==> config.mk <==
export PLATFORM = sky130hd
export DESIGN_NAME = undo_ckpt_logger
export DESIGN_NICKNAME = d
export VERILOG_FILES = /design/src/rtl/ulog_pkg.sv /design/src/rtl/ulog_flags.sv /design/src/rtl/ulog_ring_ctrl.sv /design/src/rtl/ulog_store.sv /design/src/rtl/undo_ckpt_logger.sv
export SDC_FILE = /design/constraint.sdc
export NUM_CORES = 1
export LEC_CHECK = 0
export CAP_MARGIN = 20
export CORE_AREA = 2 2 243 245
export CTS_CLUSTER_SIZE = 16
export DETAILED_ROUTE_END_ITERATION = 12
export DIE_AREA = 0 0 245 247
export DONT_BUFFER_PORTS = 1
export GPL_ROUTABILITY_DRIVEN = 0
export PLACE_DENSITY = 0.69
export SLEW_MARGIN = 10
export SYNTH_ARGS = -nofsm -noshare
export SYNTH_HDL_FRONTEND = slang
export SYNTH_HIERARCHICAL = 1
export SYNTH_SLANG_ARGS = --single-unit
==> constraint.sdc <==
create_clock -name clk -period 7.4 [get_ports clk]
set_input_delay 1.48 -clock clk [delete_from_list [all_inputs] [get_ports clk]]
set_output_delay 1.48 -clock clk [all_outputs]
set_load 0.02 [all_outputs]
==> src/rtl/ulog_pkg.sv <==
// Package ulog_pkg
// Shared types for the undo logger. Assumes nothing beyond IEEE 1800-2017.
package ulog_pkg;

    // Outcome of the store request in the current cycle
    typedef enum logic [1:0] {
        ST_IDLE  = 2'd0,
        ST_HIT   = 2'd1,
        ST_LOG   = 2'd2,
        ST_STALL = 2'd3
    } st_kind_e;

endpackage

==> src/rtl/ulog_flags.sv <==
// Module ulog_flags
// Keeps one already-updated bit per cache line. A set wins over a clear in
// the same cycle, so a store that arrives with a checkpoint marks its line
// in the new interval. Assumes set_idx_i < NUM_LINES.
module ulog_flags #(
    parameter int NUM_LINES = 16,
    localparam int LINE_W = $clog2(NUM_LINES)
) (
    input  logic              clk,
    input  logic              rst_n,
    input  logic              clear_i,
    input  logic              set_i,
    input  logic [LINE_W-1:0] set_idx_i,
    input  logic [LINE_W-1:0] rd_idx_i,
    output logic              rd_flag_o
);

    logic [NUM_LINES-1:0] flags;

    for (genvar g = 0; g < NUM_LINES; g++) begin : g_flag
        // Per-line flag: reset, set on a logged store, cleared on a checkpoint
        always_ff @(posedge clk) begin
            if (!rst_n) begin
                flags[g] <= 1'b0;
            end else if (set_i && (set_idx_i == LINE_W'(g))) begin
                flags[g] <= 1'b1;
            end else if (clear_i) begin
                flags[g] <= 1'b0;
            end
        end
    end

    // Look up the flag of the line addressed by the store
    always_comb rd_flag_o = flags[rd_idx_i];

endmodule

==> src/rtl/ulog_ring_ctrl.sv <==
// Module ulog_ring_ctrl
// Handles the ring of log regions. Each region has its own write pointer,
// read pointer and fill count. On a checkpoint the current region moves on,
// and the region being entered is emptied, or holds only the entry pushed
// in that same cycle. Assumes NUM_REGIONS and DEPTH are powers of two.
module ulog_ring_ctrl #(
    parameter int NUM_REGIONS = 4,
    parameter int DEPTH       = 4,
    localparam int REG_W = $clog2(NUM_REGIONS),
    localparam int PTR_W = $clog2(DEPTH),
    localparam int CNT_W = $clog2(DEPTH + 1)
) (
    input  logic             clk,
    input  logic             rst_n,
    input  logic             ckpt_i,
    input  logic             push_i,
    input  logic             pop_i,
    input  logic [REG_W-1:0] pop_region_i,
    output logic [REG_W-1:0] cur_region_o,
    output logic [REG_W-1:0] push_region_o,
    output logic [PTR_W-1:0] push_slot_o,
    output logic [PTR_W-1:0] pop_slot_o,
    output logic             cur_full_o,
    output logic             pop_nonempty_o
);

    logic [REG_W-1:0] cur_q;
    logic [REG_W-1:0] next_region;
    logic [PTR_W-1:0] wptr [NUM_REGIONS];
    logic [PTR_W-1:0] rptr [NUM_REGIONS];
    logic [CNT_W-1:0] cnt  [NUM_REGIONS];

    // Region that becomes current at the next checkpoint
    always_comb next_region = cur_q + REG_W'(1);

    // Current region pointer: steps around the ring on every checkpoint
    always_ff @(posedge clk) begin
        if (!rst_n) begin
            cur_q <= '0;
        end else if (ckpt_i) begin
            cur_q <= next_region;
        end
    end

    for (genvar g = 0; g < NUM_REGIONS; g++) begin : g_region
        logic enter_g;
        logic push_g;
        logic pop_g;

        // Decode the events that touch this region
        always_comb begin
            enter_g = ckpt_i && (next_region == REG_W'(g));
            push_g  = push_i && (push_region_o == REG_W'(g));
            pop_g   = pop_i && (pop_region_i == REG_W'(g)) && !enter_g;
        end

        // Region bookkeeping: reuse empties it, otherwise push and pop move it
        always_ff @(posedge clk) begin
            if (!rst_n) begin
                wptr[g] <= '0;
                rptr[g] <= '0;
                cnt[g]  <= '0;
            end else if (enter_g) begin
                wptr[g] <= PTR_W'(push_g);
                rptr[g] <= '0;
                cnt[g]  <= CNT_W'(push_g);
            end else begin
                if (push_g) wptr[g] <= wptr[g] + PTR_W'(1);
                if (pop_g)  rptr[g] <= rptr[g] + PTR_W'(1);
                cnt[g] <= cnt[g] + CNT_W'(push_g) - CNT_W'(pop_g);
            end
        end
    end

    // Where a push lands and what the drain port sees
    always_comb begin
        cur_region_o   = cur_q;
        push_region_o  = ckpt_i ? next_region : cur_q;
        push_slot_o    = ckpt_i ? '0 : wptr[cur_q];
        pop_slot_o     = rptr[pop_region_i];
        cur_full_o     = (cnt[cur_q] == CNT_W'(DEPTH));
        pop_nonempty_o = (cnt[pop_region_i] != '0);
    end

endmodule

==> src/rtl/ulog_store.sv <==
// Module ulog_store
// Storage for the log entries: one write port and one combinational read
// port. The contents are not reset. Readers must only use slots that the
// ring controller reports as occupied.
module ulog_store #(
    parameter int ENTRIES = 16,
    parameter int ADDR_W  = 16,
    parameter int DATA_W  = 32,
    localparam int IDX_W = $clog2(ENTRIES)
) (
    input  logic              clk,
    input  logic              we_i,
    input  logic [IDX_W-1:0]  widx_i,
    input  logic [ADDR_W-1:0] waddr_i,
    input  logic [DATA_W-1:0] wdata_i,
    input  logic [IDX_W-1:0]  ridx_i,
    output logic [ADDR_W-1:0] raddr_o,
    output logic [DATA_W-1:0] rdata_o
);

    logic [ADDR_W-1:0] addr_mem [ENTRIES];
    logic [DATA_W-1:0] data_mem [ENTRIES];

    // Write one entry
    always_ff @(posedge clk) begin
        if (we_i) begin
            addr_mem[widx_i] <= waddr_i;
            data_mem[widx_i] <= wdata_i;
        end
    end

    // Read the entry at the head of the drained region
    always_comb begin
        raddr_o = addr_mem[ridx_i];
        rdata_o = data_mem[ridx_i];
    end

endmodule

==> src/rtl/undo_ckpt_logger.sv <==
// Module undo_ckpt_logger (top)
// Saves the address and old data of a line on the first store to that line
// in each checkpoint interval. Entries go into a ring of checkpoint regions,
// and a ready/valid port drains any selected region. A checkpoint in the
// same cycle as a store is applied first. Assumes the store stays valid
// until it is acknowledged and that the region count and depth are powers
// of two.
module undo_ckpt_logger #(
    parameter int NUM_LINES    = 16,
    parameter int ADDR_W       = 16,
    parameter int DATA_W       = 32,
    parameter int NUM_REGIONS  = 4,
    parameter int REGION_DEPTH = 4,
    localparam int LINE_W  = $clog2(NUM_LINES),
    localparam int REG_W   = $clog2(NUM_REGIONS),
    localparam int PTR_W   = $clog2(REGION_DEPTH),
    localparam int ENTRIES = NUM_REGIONS * REGION_DEPTH
) (
    input  logic              clk,
    input  logic              rst_n,
    input  logic              ckpt_i,
    input  logic              st_valid_i,
    input  logic [LINE_W-1:0] st_line_i,
    input  logic [ADDR_W-1:0] st_addr_i,
    input  logic [DATA_W-1:0] st_old_i,
    output logic              st_ack_o,
    output logic              overflow_o,
    output logic [REG_W-1:0]  cur_region_o,
    input  logic [REG_W-1:0]  drain_region_i,
    input  logic              drain_ready_i,
    output logic              drain_valid_o,
    output logic [ADDR_W-1:0] drain_addr_o,
    output logic [DATA_W-1:0] drain_data_o
);
    import ulog_pkg::*;

    logic             line_flag;
    logic             cur_full;
    logic             pop_nonempty;
    logic [REG_W-1:0] push_region;
    logic [PTR_W-1:0] push_slot;
    logic [PTR_W-1:0] pop_slot;
    logic             push;
    logic             pop;
    st_kind_e         kind;

    ulog_flags #(.NUM_LINES(NUM_LINES)) u_flags (
        .clk       (clk),
        .rst_n     (rst_n),
        .clear_i   (ckpt_i),
        .set_i     (push),
        .set_idx_i (st_line_i),
        .rd_idx_i  (st_line_i),
        .rd_flag_o (line_flag)
    );

    ulog_ring_ctrl #(.NUM_REGIONS(NUM_REGIONS), .DEPTH(REGION_DEPTH)) u_ring (
        .clk            (clk),
        .rst_n          (rst_n),
        .ckpt_i         (ckpt_i),
        .push_i         (push),
        .pop_i          (pop),
        .pop_region_i   (drain_region_i),
        .cur_region_o   (cur_region_o),
        .push_region_o  (push_region),
        .push_slot_o    (push_slot),
        .pop_slot_o     (pop_slot),
        .cur_full_o     (cur_full),
        .pop_nonempty_o (pop_nonempty)
    );

    ulog_store #(.ENTRIES(ENTRIES), .ADDR_W(ADDR_W), .DATA_W(DATA_W)) u_store (
        .clk     (clk),
        .we_i    (push),
        .widx_i  ({push_region, push_slot}),
        .waddr_i (st_addr_i),
        .wdata_i (st_old_i),
        .ridx_i  ({drain_region_i, pop_slot}),
        .raddr_o (drain_addr_o),
        .rdata_o (drain_data_o)
    );

    // Classify the store: a checkpoint this cycle means the flag no longer counts
    always_comb begin
        if (!st_valid_i)                 kind = ST_IDLE;
        else if (line_flag && !ckpt_i)   kind = ST_HIT;
        else if (cur_full && !ckpt_i)    kind = ST_STALL;
        else                             kind = ST_LOG;
    end

    // Handshakes and status toward the ports
    always_comb begin
        push          = (kind == ST_LOG);
        st_ack_o      = (kind == ST_LOG) || (kind == ST_HIT);
        overflow_o    = cur_full;
        drain_valid_o = pop_nonempty;
        pop           = pop_nonempty && drain_ready_i;
    end

endmodule

==> results of run 1 <==
state kept, by name, summed over array words and instances (netlist names):
signal / count
u_store/data_mem: 512
u_store/addr_mem: 256
u_flags/flags: 16
u_ring/cnt: 12
u_ring/rptr: 8
u_ring/wptr: 8
u_ring/cur_region_o: 2
placed cells by master, fill, tap and decap left out, drive strengths merged, types with 3 or more instances in the layout:
cell      instances
o2bb2ai          12
nor3b             4
dfxtp            18
or3b              5
clkinv           36
a21boi            3
nand3             9
mux4            200
fa                4
nor2b             8
edfxtp          796
nand2            68
nand3b            6
a22oi            97
nor4b             3
nor3             10
clkbuf           95
nand2b            6
and2             20
o21ai             5
a32oi             3
clkinvlp          3
conb             12
and3b             3
mux2i             3
buf              38
bufinv            7
a211oi            4
a21oi             8
ha               13
xnor2            14
nor2             29
inv              29
cells by family after synthesis:
| kind of cell | count (synthesis) | synth area share, % |
|---|---|---|
| buf+inv | 100 | 1.501 |
| flops | 814 | 76.78 |
| fa+ha+maj | 17 | 0.7681 |
| xor+xnor | 16 | 0.4435 |
| simple gates | 180 | 2.882 |
| mux | 203 | 14.42 |
| other cells | 1 | 0.01187 |
| compound gates | 136 | 3.195 |
area by class of cell:
type / count / share of cell area (%)
sequential: 814 / 68.83
clock inverter: 48 / 1.175
timing repair buffer: 38 / 0.9867
multi-input combinational: 564 / 19.96
tap: 773 / 2.744
clock buffer: 95 / 6.020
inverter: 27 / 0.2875
tightest hold or removal path: stages, from the launching register on:
cell	delay, ns
dfxtp_1	0.32
a32oi_1	0.06
nor2b_1	0.10
stage by stage:
stage | setup WS (ns) | instances
2_1_floorplan | 0.2871 | 1478
3_3_place_gp | 1.809 | 2215
3_5_place_dp | 1.789 | 2216
4_1_cts | 1.797 | 2359
5_1_grt | 1.679 | 2359
6_report | 1.918 | 2359
path summary, 6_finish.rpt:
check / start / end / cells past startpoint
max: drain_region_i[1] / drain_data_o[11] / 5
min: u_flags/flags[1] / u_flags/flags[1] / 2
max reg2reg: u_ring/cur_region_o[1] / u_store/addr_mem[2][6] / 8
min reg2reg: u_flags/flags[1] / u_flags/flags[1] / 2
layer usage:
layer	vias up	global-route usage [%]	part of all wire, %
met5	-	0	0
met4	0	6.331	1.8
met3	78	5.416	7.8
met2	470	36.37	50
met1	7912	30.73	41
li1	6246	-	-
power by group through the flow:
stage	clock network, W	logic, W	registers [W]
after floorplan	0	0.000616	0.00532
after global placement	0	0.000792	0.00532
after detailed placement	0	0.000800	0.00532
after CTS	0.00403	0.000803	0.00523
after global routing	0.00421	0.000850	0.00523
final	0.00394	0.000787	0.00523
==> summary.md, run 1 <==
| Metric | Value |
|---|---|
| EDFF count, synth | `796` |
| Drt initial violations | `1420` |
| Fin. Hold Viols | `0` |
| Hold crit path type | `reg2reg` |
| Layout Nets | `1601` |
| Overflow left after global routing | `0` |
| CTS max path bufs | `3` |
| Initial antenna violation count | `0` |
| Vias/cell | `6.234` |
| Logic pwr share | `7.9%` |
| Top FF cell, synth | `edfxtp_1` |
| Run status | `completed` |
| Sink Count | `814` |
| First-pass GRT wire length | `98.15 mm` |
| Yosys warns | `6` |
| Setup Buffers After CTS | `0` |
| Core area | `58240 um2` |
| Total track usage | `22.42%` |
| Seq/Total Area, Yosys | `76.78%` |
| Storage element area | `24260 um2` |
| R2R Setup Slk | `2.67 ns` |
| CTS Buf Count | `80` |
| CTS H-tree depth | `3` |
| Filler Cell Count | `4003` |
| Post-route DRC | `0` |
| Sequential Power Share | `52.5%` |
| Max-slew violations | `0` |
| Ratio of cells with drive above 1 in the final layout | `23.08%` |
| Critical path's slowest cell | `mux4_4` |
| Sw Ratio | `21.53%` |
| Final Util | `60.53%` |
| Largest net degree at the start of global routing | `60` |
| Via Count | `14710` |
| Post-synth top cells | `edfxtp_1 (796), mux4_2 (194), a22oi_1 (97), nand2_1 (68)` |
| Sw Pwr | `0.002143 W` |
| # port buffers | `0` |
| CP Max Fanout | `43` |
| Maximum VDD drop | `0.2105 mV` |
| Die Y | `247 um` |
| Synth Area per Inst | `21.54 um2` |
| Synth area leader | `edfxtp_1` |
| P_int | `0.007809 W` |
| DR WL/cell | `27.98 um` |
| Worst-path cell chain | `mux4_4, buf_4, mux4_2, a22oi_1, nand2_1` |
| CP peak stage delay | `0.98 ns` |
| Placed cell area | `32720 um2` |
| P&R area growth vs syn | `11.55%` |
| TritonRoute pass-1 iters | `5` |
| Top Ports | `112` |
| Worst setup EP type | `output port` |
| Max Cap Violations | `0` |
| Core Rows | `89` |
| Critical path class | `in2out` |
| Clock Latency Late Sink | `0.63 ns` |
| Final setup vio count | `0` |
| Netlist Area Pre-Place | `31600 um2` |
| Die area | `60520 um2` |
| Final Cell Area | `35250 um2` |
| DRT antenna net count | `0` |
| Vias in the first global route | `15140` |
| Slew @ Worst Pin | `1.120 ns` |
| # hold bufs at CTS | `0` |
| Worst path buffer plus inverter count | `1` |
| Root Driver | `clkbuf_16` |
| Area of the multi-input gates | `7037 um2` |
| Initial core utilization | `54.26%` |
| CP startpoint kind | `input pin` |
| Clock power frac | `39.6%` |
| Critical path data required time | `5.92 ns` |
| Setup_tns | `0 ns` |
| PwrDens | `282.3 nW/um2` |
| Seq cells post-synth | `814` |
| Rel. slew slack | `25.16%` |
| Post-Route Skew | `0.02666 ns` |
| Tmin final | `5.482 ns` |
| Minimum hold slack | `0.5111 ns` |
| Fmax | `0.1824 GHz` |
| Ranking of synthesized cells by area | `edfxtp_1 (76%), mux4_2 (14%), a22oi_1 (2.3%), dfxtp_1 (1.1%), nand2_1 (0.81%)` |
| Cell family with most CP delay | `multiplexers` |
| Pwr Total | `0.009952 W` |
| Dpl hpwl | `34.05 mm` |
| Post-detailed-routing wire length | `66.01 mm` |
| Pleak | `11.12 nW` |
| Critical Path AT | `4.00 ns` |
| Width of the die | `245 um` |
| Mapped Cells | `1467` |
| Antenna cell count | `0` |
| CTS tree | `built` |
| Post-synthesis cell type count | `49` |
| Async SR Flop Fraction | `0%` |
| Post-synth top area share | `75.64%` |
| Most frequent cell after synthesis | `edfxtp_1` |
| Fin crit share | `74.08%` |
| Clock-pin slew of the registers on the worst-case setup and hold paths | `0.06 ns` |
| RSZ-0062 raised after global routing | `false` |
| Post-CTS Resized | `0` |
Note: power is estimated with default switching activity, not from simulation.
==> inputs of run 2 (changes only) <==
==> constraint.sdc (replaced) <==
create_clock -name clk -period 4.4 [get_ports clk]
set_input_delay 0.88 -clock clk [delete_from_list [all_inputs] [get_ports clk]]
set_output_delay 0.88 -clock clk [all_outputs]
set_load 0.02 [all_outputs]
==> run 2 against run 1 <==
Compared with the run above:
- utilization grew 0.95 points
- sequential cell count is the same
- combinational power grew 75%
- clock power grew 72%
- critical path type is now reg2out
- register-to-register slack lost 1.7 ns
- largest cell class unchanged
- cell area grew 1.6%
- setup slack lost 1.6 ns
- clock skew shrank 0.0060 ns
- sequential power grew 68%
- global-route usage grew 0.44 points
- highest routed layer unchanged
==> summary.md, run 2 (same netlist as run 1, synthesis figures left out) <==
| Metric | Value |
|---|---|
| Run status | `completed (unchanged)` |
| Critical path data required time | `3.52 ns (was 5.92 ns)` |
| CTS Buf Count | `82 (was 80)` |
| Sink Count | `814 (unchanged)` |
| FF-to-FF path depth | `13 (was 8)` |
| Vias/cell | `6.243 (was 6.234)` |
| Filler Cell Count | `3965 (was 4003)` |
| Critical path class | `reg2out (was in2out)` |
| Largest net degree at the start of global routing | `83 (was 60)` |
| Core area | `58240 um2 (unchanged)` |
| Critical path's slowest cell | `mux4_4 (unchanged)` |
| CTS tree | `built (unchanged)` |
| Worst-path cell chain | `mux4_4, buf_12, buf_4, mux4_2, a22oi_1, nand2_1 (was mux4_4, buf_4, mux4_2, a22oi_1, nand2_1)` |
| CP startpoint kind | `flop (was input pin)` |
| PwrDens | `472.8 nW/um2 (was 282.3 nW/um2)` |
| Via Count | `14860 (was 14710)` |
| Post-route DRC | `0 (unchanged)` |
| Pleak | `11.29 nW (was 11.12 nW)` |
| Commonest non-fill, non-tap cells in the layout | `edfxtp_1 (796), mux4_2 (194), a22oi_1 (97) (unchanged)` |
| Post-place setup slack | `0.3392 ns (was 1.789 ns)` |
| TritonRoute pass-1 iters | `5 (unchanged)` |
| Max-slew violations | `0 (unchanged)` |
| # hold bufs at CTS | `0 (unchanged)` |
| Tmin final | `4.122 ns` |
| Fmax | `0.2426 GHz` |
| Hold Crit Depth | `0 (was 2)` |
| Worst path buffer plus inverter count | `2 (was 1)` |
| Post-detailed-routing wire length | `67.08 mm (was 66.01 mm)` |
| Die Y | `247 um (unchanged)` |
| Overflow left after global routing | `0 (unchanged)` |
| Post-CTS Resized | `0 (unchanged)` |
| First-pass GRT wire length | `99.81 mm (was 98.15 mm)` |
| Largest registers | `u_store/data_mem: 512 flops, u_store/addr_mem: 256 flops, u_flags/flags: 16 flops (unchanged)` |
| Maximum VDD drop | `0.3926 mV (was 0.2105 mV)` |
| Final Worst Setup Slack | `0.2779 ns (was 1.918 ns)` |
| Core Rows | `89 (unchanged)` |
| Fin crit share | `93.68%` |
| RSZ-0062 raised after global routing | `false (unchanged)` |
| Vias in the first global route | `15430 (was 15140)` |
| DRT antenna net count | `0 (unchanged)` |
| Worst hold endpoint | `u_store/data_mem[13][25] (was u_flags/flags[1])` |
| # port buffers | `0 (unchanged)` |
| Layout Nets | `1617 (was 1601)` |
| Hold crit path type | `in2reg (was reg2reg)` |
| Root Driver | `clkbuf_16 (unchanged)` |
| Worst setup EP type | `output port (unchanged)` |
| Ratio of cells with drive above 1 in the final layout | `23.65% (was 23.08%)` |
| Fin. Hold Viols | `0 (unchanged)` |
| Clock-pin slew of the registers on the worst-case setup and hold paths | `0.06 ns (about the same)` |
| Critical Path AT | `3.24 ns (was 4.00 ns)` |
| Clock Latency Late Sink | `0.62 ns (was 0.63 ns)` |
| R2R Setup Slk | `0.93 ns (was 2.67 ns)` |
| Drt initial violations | `1251 (was 1420)` |
| P&R area growth vs syn | `13.30% (was 11.55%)` |
| Worst hold start | `st_old_i[25] (was u_flags/flags[1])` |
| CTS max path bufs | `3 (unchanged)` |
| Dpl hpwl | `34.79 mm (was 34.05 mm)` |
| Width of the die | `245 um (unchanged)` |
| Initial core utilization | `54.26% (unchanged)` |
| Max Cap Violations | `0 (unchanged)` |
| DR WL/cell | `28.18 um (was 27.98 um)` |
| Cell family with most CP delay | `multiplexers (unchanged)` |
| Final Util | `61.48% (was 60.53%)` |
| Max reg flops | `512 (unchanged)` |
| Largest reg by FF count | `u_store/data_mem (unchanged)` |
| Final setup vio count | `0 (unchanged)` |
| Worst r2r dst | `u_ring/cnt[2][2] (was u_store/addr_mem[2][6])` |
| Die area | `60520 um2 (unchanged)` |
| Commonest non-fill, non-tap cell in the layout | `edfxtp_1 (unchanged)` |
| Top Ports | `112 (unchanged)` |
| Post-Route Skew | `0.02062 ns (was 0.02666 ns)` |
| CTS H-tree depth | `3 (unchanged)` |
| CP Max Fanout | `53 (was 43)` |
| R2R Path Start | `u_ring/cnt[1][1] (was u_ring/cur_region_o[1])` |
| Setup Buffers After CTS | `0 (unchanged)` |
| Antenna cell count | `0 (unchanged)` |
| Total track usage | `22.86% (was 22.42%)` |
| Rel. slew slack | `38.68% (was 25.16%)` |
| CP peak stage delay | `0.69 ns (was 0.98 ns)` |
| Initial antenna violation count | `0 (unchanged)` |
| Slew @ Worst Pin | `0.9180 ns (was 1.120 ns)` |
run 2: cell count changes in the layout (fill, tap and decap cells not counted), moves of 2 or more:
| cell | delta |
|---|---|
| buf_12 | +28 |
| clkbuf_1 | +16 |
| buf_4 | -14 |
| clkinv_1 | -9 |
| clkinv_2 | -4 |
| nor3_2 | -4 |
| nor3_4 | +4 |
| inv_6 | +3 |
| clkinvlp_4 | -2 |
run 2: report_power, final:
group / total [W] / internal (W) / switching [W]
combinational: 0.00138 / 0.000592 / 0.000784
sequential: 0.00879 / 0.00873 / 0.0000603
clock: 0.00676 / 0.00396 / 0.00281
run 2: cell type report:
class	count	area, um2	area share (%)
Inverter	27	101.3	0.2830
Timing Repair Buffer	52	803.3	2.243
Multi-Input combinational cell	564	7062	19.72
Sequential cell	814	24260	67.76
Tap cell	773	967.2	2.701
Clock inverter	37	387.9	1.083
Clock buffer	113	2221	6.203
run 2: worst register-to-register path, delay by kind of cell, from the launching register on:
kind	cells	cell delay, ns
flops	1	0.46
fa+ha+maj	3	0.93
compound gates	4	0.74
simple gates	2	0.49
xor+xnor	2	0.30
buf+inv	2	0.31
run 2: metrics by stage:
step	std cells	setup TNS [ns]	total power (W)	hold WS (ns)	cell area, um2
floorplan	1478	-270.97	0.009979	0.4675	31680
global placement	2230	0	0.01032	0.4811	33200
detailed placement	2230	0	0.01035	0.5099	33200
CTS	2380	0	0.01709	0.3110	35810
global route	2380	0	0.01749	0.3142	35810
finish	2380	0	0.01693	0.3502	35810
run 2: worst max-delay path by stage:
stage / from / end / slack [ns] / cells past startpoint
finish: u_ring/rptr[0][0] / drain_data_o[5] / 0.28 / 6
global route: u_ring/rptr[1][0] / drain_data_o[6] / 0.07 / 6
CTS: u_ring/rptr[1][0] / drain_data_o[6] / 0.18 / 6
detailed placement: drain_region_i[1] / drain_data_o[5] / 0.34 / 6
global placement: drain_region_i[1] / drain_data_o[5] / 0.36 / 6
floorplan: st_line_i[0] / u_store/addr_mem[13][0] / -0.51 / 7
run 2: layer usage:
| layer | up-vias | GRT usage (%) | wire [um] | share of wire (%) |
|---|---|---|---|---|
| met3 | 88 | 5.644 | 5469 | 8.2 |
| met1 | 7970 | 31.02 | 26790 | 40 |
| li1 | 6286 | - | - | - |
| met2 | 514 | 37.77 | 33830 | 50 |
| met5 | - | 0 | 0 | 0 |
| met4 | 0 | 5.506 | 982 | 1.5 |
